File: config.mk
export PLATFORM = sky130hd
export DESIGN_NAME = tick_timer
export DESIGN_NICKNAME = d
export VERILOG_FILES = /design/src/rtl/tick_timer_pkg.sv /design/src/rtl/tt_downctr.sv /design/src/rtl/tt_irqlatch.sv /design/src/rtl/tt_freectr.sv /design/src/rtl/tick_timer.sv
export SDC_FILE = /design/constraint.sdc
export NUM_CORES = 1
export LEC_CHECK = 0
export BUFFER_PORTS_ARGS = -buffer_cell sky130_fd_sc_hd__buf_2
export CORE_UTILIZATION = 58
export CTS_CLUSTER_DIAMETER = 100
export DETAILED_ROUTE_END_ITERATION = 10
export PLACE_DENSITY = 0.87
export SETUP_SLACK_MARGIN = 0.15
export SLEW_MARGIN = 20
export SYNTH_ARGS = -nofsm -noshare
export SYNTH_HDL_FRONTEND = slang
export SYNTH_HIERARCHICAL = 1
export SYNTH_SLANG_ARGS = --single-unit
File: constraint.sdc
create_clock -name clk -period 3.21 [get_ports clk]
set_clock_uncertainty 0.2 [all_clocks]
set_input_delay 0.1605 -clock clk [delete_from_list [all_inputs] [get_ports clk]]
set_output_delay 0.1605 -clock clk [all_outputs]
set_load 0.05 [all_outputs]
File: src/rtl/tick_timer_pkg.sv
package tick_timer_pkg;

    localparam int BUS_AW      = 3;
    localparam int BUS_DW      = 32;
    localparam int RUN_BIT     = 7;
    localparam int PERIODIC_BIT = 6;
    localparam int FAST_BIT    = 3;
    localparam int FREE_EN_BIT = 8;

    typedef enum logic [BUS_AW-1:0] {
        RS_LOAD  = 3'd0,
        RS_VALUE = 3'd1,
        RS_CTRL  = 3'd2,
        RS_CLEAR = 3'd3,
        RS_FLO   = 3'd4,
        RS_FHI   = 3'd5
    } reg_sel_e;

    typedef struct packed {
        logic run;
        logic periodic;
        logic fast;
    } ctrl_t;

    function automatic ctrl_t ctrl_from_word(input logic [BUS_DW-1:0] w);
        ctrl_t c;
        c.run      = w[RUN_BIT];
        c.periodic = w[PERIODIC_BIT];
        c.fast     = w[FAST_BIT];
        return c;
    endfunction

    function automatic logic [BUS_DW-1:0] ctrl_to_word(input ctrl_t c);
        logic [BUS_DW-1:0] w;
        w = '0;
        w[RUN_BIT]      = c.run;
        w[PERIODIC_BIT] = c.periodic;
        w[FAST_BIT]     = c.fast;
        return w;
    endfunction

endpackage

File: src/rtl/tt_downctr.sv
module tt_downctr #(
    parameter int W = 16
) (
    input  logic         clk,
    input  logic         rst,
    input  logic         tick,
    input  logic         run,
    input  logic         periodic,
    input  logic         load_wr,
    input  logic [W-1:0] load_now,
    input  logic [W-1:0] reload_val,
    output logic [W-1:0] cnt,
    output logic         uflow
);

    logic [W-1:0] cnt_q;
    logic         at_zero;

    assign at_zero = (cnt_q == '0);
    assign uflow   = tick && run && !load_wr && at_zero;
    assign cnt     = cnt_q;

    always_ff @(posedge clk) begin
        if (rst) begin
            cnt_q <= '0;
        end else if (load_wr) begin
            cnt_q <= load_now;
        end else if (tick && run) begin
            if (at_zero)
                cnt_q <= periodic ? reload_val : '1;
            else
                cnt_q <= cnt_q - 1'b1;
        end
    end

endmodule

File: src/rtl/tt_irqlatch.sv
module tt_irqlatch (
    input  logic clk,
    input  logic rst,
    input  logic set,
    input  logic clr,
    output logic irq
);

    logic irq_q;
    assign irq = irq_q;

    always_ff @(posedge clk) begin
        if (rst)
            irq_q <= 1'b0;
        else if (set)
            irq_q <= 1'b1;
        else if (clr)
            irq_q <= 1'b0;
    end

endmodule

File: src/rtl/tt_freectr.sv
module tt_freectr #(
    parameter int W = 40
) (
    input  logic         clk,
    input  logic         rst,
    input  logic         tick,
    input  logic         en,
    output logic [W-1:0] cnt
);

    logic [W-1:0] cnt_q;
    assign cnt = cnt_q;

    always_ff @(posedge clk) begin
        if (rst)
            cnt_q <= '0;
        else if (tick && en)
            cnt_q <= cnt_q + 1'b1;
    end

endmodule

File: src/rtl/tick_timer.sv
module tick_timer
    import tick_timer_pkg::*;
#(
    parameter int CNT_W  = 16,
    parameter int FREE_W = 40
) (
    input  logic              clk,
    input  logic              rst,
    input  logic              tick_slow,
    input  logic              tick_fast,
    input  logic              tick_free,
    input  logic              bus_sel,
    input  logic              bus_wr,
    input  logic [BUS_AW-1:0] bus_addr,
    input  logic [BUS_DW-1:0] bus_wdata,
    output logic [BUS_DW-1:0] bus_rdata,
    output logic              irq
);

    localparam int FHI_W = FREE_W - BUS_DW;

    reg_sel_e          sel_e;
    logic              wr_en;
    logic              load_wr;
    logic              ctrl_wr;
    logic              clr_wr;
    logic              fhi_wr;
    ctrl_t             ctrl_q;
    logic [CNT_W-1:0]  load_q;
    logic [CNT_W-1:0]  cnt_val;
    logic              tick_sel;
    logic              uflow;
    logic              free_en_q;
    logic [FREE_W-1:0] free_cnt;
    logic              unused_wdata;

    assign sel_e   = reg_sel_e'(bus_addr);
    assign wr_en   = bus_sel && bus_wr;
    assign load_wr = wr_en && (sel_e == RS_LOAD);
    assign ctrl_wr = wr_en && (sel_e == RS_CTRL);
    assign clr_wr  = wr_en && (sel_e == RS_CLEAR);
    assign fhi_wr  = wr_en && (sel_e == RS_FHI);
    assign unused_wdata = ^bus_wdata;

    assign tick_sel = ctrl_q.fast ? tick_fast : tick_slow;

    always_ff @(posedge clk) begin
        if (rst) begin
            ctrl_q    <= '0;
            load_q    <= '0;
            free_en_q <= 1'b0;
        end else begin
            if (ctrl_wr)
                ctrl_q <= ctrl_from_word(bus_wdata);
            if (load_wr)
                load_q <= bus_wdata[CNT_W-1:0];
            if (fhi_wr)
                free_en_q <= bus_wdata[FREE_EN_BIT];
        end
    end

    tt_downctr #(.W(CNT_W)) u_down (
        .clk        (clk),
        .rst        (rst),
        .tick       (tick_sel),
        .run        (ctrl_q.run),
        .periodic   (ctrl_q.periodic),
        .load_wr    (load_wr),
        .load_now   (bus_wdata[CNT_W-1:0]),
        .reload_val (load_q),
        .cnt        (cnt_val),
        .uflow      (uflow)
    );

    tt_irqlatch u_irq (
        .clk (clk),
        .rst (rst),
        .set (uflow),
        .clr (clr_wr),
        .irq (irq)
    );

    tt_freectr #(.W(FREE_W)) u_free (
        .clk  (clk),
        .rst  (rst),
        .tick (tick_free),
        .en   (free_en_q),
        .cnt  (free_cnt)
    );

    always_comb begin
        bus_rdata = '0;
        case (sel_e)
            RS_LOAD:  bus_rdata[CNT_W-1:0] = load_q;
            RS_VALUE: bus_rdata[CNT_W-1:0] = cnt_val;
            RS_CTRL:  bus_rdata = ctrl_to_word(ctrl_q);
            RS_FLO:   bus_rdata = free_cnt[BUS_DW-1:0];
            RS_FHI: begin
                bus_rdata[FHI_W-1:0]    = free_cnt[FREE_W-1:BUS_DW];
                bus_rdata[FREE_EN_BIT]  = free_en_q;
            end
            default:  bus_rdata = '0;
        endcase
    end

endmodule

==> metrics list <==
- Counting every net in the synthesized netlist gives 625.
- Type of destination of the critical path: flip-flop
- Compared with the post-synthesis result, the final layout area differs by 13.5%.
- Of all nets on the critical path, the largest fanout is 16.
- Combinational cells account for 11.4% of the total power.
- Post-place setup slack: 0.587 ns
- Die Ht: 94.2 µm
* Clock edge transition at the registers on the reported setup and hold paths: 0.08 ns
- Setup repair after global routing left no endpoint under its margin.
* Hold Path Sink: ctrl_q[2]
* Vias in the first global route: 4271
- Flop-to-flop setup slack: 0.51 ns
- Largest vdd supply drop: 0.215 mV
- Clock power frac: 42.9%
- The worst register-to-register path begins at free_en_q.
- Fmax: 0.365 GHz
- Clock latency reported for the late side of the worst-skew pair: 0.37 ns
* Total standard cell area after synthesis: 4930 µm²
- Iteration count of the initial detailed-routing pass: 5
* Syn Inst Count: 580
- Share of cells above drive strength 1: 18.9%
* Worst setup slack after layout: 0.473 ns
* Worst slew margin relative to its limit: 44.9%
- Number of diodes added for antenna fixing: 0
* Warnings, synthesis: 6
* Die extent in x: 94.2 µm
- Summing all non-filler instances in the final layout gives an area of 5590 µm².
- In the synthesized netlist the dominant register cell turns out to be sky130_fd_sc_hd__dfxtp_1.
- Worst Tran Pin Value: 0.826 ns
- Max-cap violations in this run came to 0.
* Number of buffer cells added on primary ports: 58
- Vias per Instance: 6.26
- Clock tree from TritonCTS: done
- In this run the power density over the cells is 383 nW/µm².
- In this run the most critical hold path is launched from bus_wr.
- In the final routed layout, each cell accounts on average for 16.8 µm.
- Share of the clock period used by the worst path: 85.3%
- After synthesis the netlist holds a flip-flop and latch count of 77.
- For this configuration, the core starts out at a cell density of 60.0%.
- Wire length of the first global-routing pass: 20.4 mm
* Number of synthesized flops with an enable pin: 0
- The total area inside the core boundary comes to 8220 µm².
- Number of instances on the worst hold path: 4
* Proportion of synthesized chip area in sequential cells: 31.3%
- Synthesized area divided by synthesized cell count: 8.50 µm²
- Category of the critical setup timing path: primary input to flip-flop
* Clock Path Buffers: 2
* Path class of the lowest-slack min-delay path: primary input to flip-flop
* Type of origin of the critical path: primary input
- The number of clock buffers added by TritonCTS is 9.
- Total die area: 8870 µm²
* Net switching power: 0.541 mW
- Post-layout net count: 676
- In the final timing run, aggregate negative setup slack is 0 ns.
- The number of antenna violations at the first check in global routing came to 0.
- DRC violations left: 0
* CTS sink cnt: 77
- Once detail routing completed, the nets flagged for antenna violations numbered 0.
* CP Data Required Time: 3.27 ns
* Buffers inserted by post-CTS timing repair: 0
* Final-layout fill cell count: 653
- Status: completed
- The endpoint identified for the worst register-to-register timing path is u_free/cnt[35].
- Num rows: 33
* Switching part of the total power: 25.3%
* Cell at the root of the clock tree: sky130_fd_sc_hd__clkbuf_8
- Placed cell areas: 5170 µm²
- Worst Reg-to-Reg Cells: 4
* Fraction of power consumed by sequential logic: 45.6%
* Count of distinct cell types in the synthesized netlist: 63
- Entering global routing, the biggest net connects 56 pins.
- In this run the number of H-tree levels came out at 3.
* Number of max-slew violations in the final report: 0
- Routability congestion estimate from global placement: 0.925
* Total half-perimeter wirelength after legalization and detailed placement: 8.70 mm
- In the global route stage, overall resource usage came out at 29.6%.
* Wire length reported by the detailed router: 12.5 mm
* Final worst path period need: 2.74 ns
- Setup violations remaining at the end of the flow were counted as 0.
- Number of endpoints with negative hold slack in the final report: 0
- Starting DRT DRC Count: 295
- For this design the static power due to leakage is 2.12 nW.
- P_int: 1.60 mW
* # IOs: 75
- Share of flip-flops with an asynchronous set or reset: 0%
- Arrival time worst endpoint: 2.79 ns
- Across all layers, the routed design uses 4642 vias.
* Global route overflow: 0
-- power by group through the flow --
stage / Sequential, mW / Clock (mW) / Combinational, mW
after detailed placement: 0.999 / 0 / 0.223
after floorplan: 0.993 / 0 / 0.179
after global routing: 0.978 / 0.976 / 0.266
after global placement: 0.998 / 0 / 0.217
final: 0.977 / 0.919 / 0.245
after CTS: 0.976 / 0.924 / 0.240
-- cell usage after synthesis, drive strengths merged, types with 8 or more instances --
cell type | n | area [µm²]
or2 | 10 | 62.6
nor2b | 24 | 150
nand2 | 31 | 116
or3 | 8 | 50.1
and2 | 21 | 131
nor3 | 21 | 115
clkbuf | 20 | 75.1
o21ai | 19 | 98.8
dfxtp | 77 | 1540
a21oi | 33 | 169
or4 | 9 | 78.8
buf | 22 | 154
nand4 | 13 | 87.6
mux2i | 32 | 320
o31ai | 8 | 60.1
nand2b | 38 | 238
a22oi | 11 | 82.6
nand3 | 16 | 80.1
nor2 | 40 | 150
xor2 | 12 | 105
mux2 | 17 | 191
inv | 13 | 48.8
nor4 | 16 | 143
-- layer usage --
metal / vias to the layer above / part of all wire (%) / track usage [%]
li1: 2194 / - / -
met1: 2193 / 41 / 36.2
met2: 216 / 49 / 49.5
met3: 39 / 6.6 / 6.07
met4: 0 / 3.4 / 14.2
met5: - / 0 / 0
-- worst max-delay path, stage by stage --
cell,delay (ns)
sky130_fd_sc_hd__dlygate4sd3_1,0.55
sky130_fd_sc_hd__buf_2,0.15
sky130_fd_sc_hd__and4_1,0.34
sky130_fd_sc_hd__or4b_1,0.77
sky130_fd_sc_hd__nor4_1,0.46
sky130_fd_sc_hd__mux2_1,0.36
-- placed cells by master (no fill, tap or decap), types with 5 or more instances in the layout --
master,n
sky130_fd_sc_hd__a211o_1,5
sky130_fd_sc_hd__a21oi_1,32
sky130_fd_sc_hd__a22oi_1,11
sky130_fd_sc_hd__and2_1,21
sky130_fd_sc_hd__and4_1,7
sky130_fd_sc_hd__buf_2,58
sky130_fd_sc_hd__buf_4,6
sky130_fd_sc_hd__clkbuf_8,10
sky130_fd_sc_hd__dfxtp_1,77
sky130_fd_sc_hd__dlygate4sd3_1,18
sky130_fd_sc_hd__inv_1,13
sky130_fd_sc_hd__mux2_1,8
sky130_fd_sc_hd__mux2_2,9
sky130_fd_sc_hd__mux2i_1,32
sky130_fd_sc_hd__mux4_2,6
sky130_fd_sc_hd__nand2_1,31
sky130_fd_sc_hd__nand2b_1,38
sky130_fd_sc_hd__nand3_1,16
sky130_fd_sc_hd__nand4_1,12
sky130_fd_sc_hd__nor2_1,40
sky130_fd_sc_hd__nor2b_1,24
sky130_fd_sc_hd__nor3_1,19
sky130_fd_sc_hd__nor4_1,12
sky130_fd_sc_hd__o21ai_0,17
sky130_fd_sc_hd__o31ai_1,8
sky130_fd_sc_hd__or2_2,6
sky130_fd_sc_hd__or3_1,8
sky130_fd_sc_hd__or4_1,6
sky130_fd_sc_hd__xnor2_1,7
sky130_fd_sc_hd__xor2_1,12
-- kinds of logic (layout without fill, tap and decap cells) --
| group | Yosys count | after routing | share of synthesized area, % |
|---|---|---|---|
| AOI/OAI and AO/OA | 104 | 104 | 13.8 |
| xor gates and xnor gates | 19 | 19 | 3.38 |
| adders and majority gates | 3 | 3 | 0.762 |
| buffers and inverters | 56 | 112 | 5.81 |
| DFF | 77 | 77 | 31.3 |
| muxes | 55 | 55 | 13.1 |
| and+or+nand+nor | 266 | 266 | 31.8 |
-- worst max path at each step --
| stage | startpoint | to | slack, ns | cells after the start |
|---|---|---|---|---|
| 2_1_floorplan | bus_addr[0] | u_down/cnt[14] | 0.87 | 11 |
| 3_3_place_gp | u_free/cnt[0] | u_free/cnt[20] | 0.64 | 5 |
| 3_5_place_dp | free_en_q | u_free/cnt[35] | 0.59 | 4 |
| 4_1_cts | tick_free | u_free/cnt[35] | 0.52 | 6 |
| 5_1_grt | tick_free | u_free/cnt[39] | 0.41 | 6 |
| 6_report | tick_free | u_free/cnt[35] | 0.47 | 6 |
-- area by class of cell --
class                           count  area (µm²)  area share (%)
Clock inverter                      6         110            1.97
Inverter                           14        57.6            1.03
Tap cell                          105         131            2.35
Clock buffer                       10         138            2.46
Timing Repair Buffer               82         515            9.21
Sequential cell                    77        1540            27.6
Multi-Input combinational cell    447        3100            55.4
-- flip-flops by register name, indices dropped and copies added (netlist names) --
register    count
load_q         16
u_down/cnt     16
u_free/cnt     40
free_en_q       1
u_irq/irq       1
ctrl_q          3
-- metrics by stage --
step | power, mW | std cells | utilization, % | hold WS, ns
after floorplan | 1.17 | 580 | - | 0.0229
after global placement | 1.22 | 707 | 62.9 | 0.233
after detailed placement | 1.22 | 707 | 62.9 | 0.241
after CTS | 2.14 | 741 | 68.1 | 0.0179
after global routing | 2.22 | 741 | 68.1 | 0.0349
final | 2.14 | 741 | 68.1 | 0.0261
-- what timing repair did --
| item | in CTS | in global routing |
|---|---|---|
| hold endpoints to repair | 37 | 0 |
| gates resized for setup | 0 | 0 |
| hold buffers | 18 | 0 |
(Power assumes the default switching activity.)
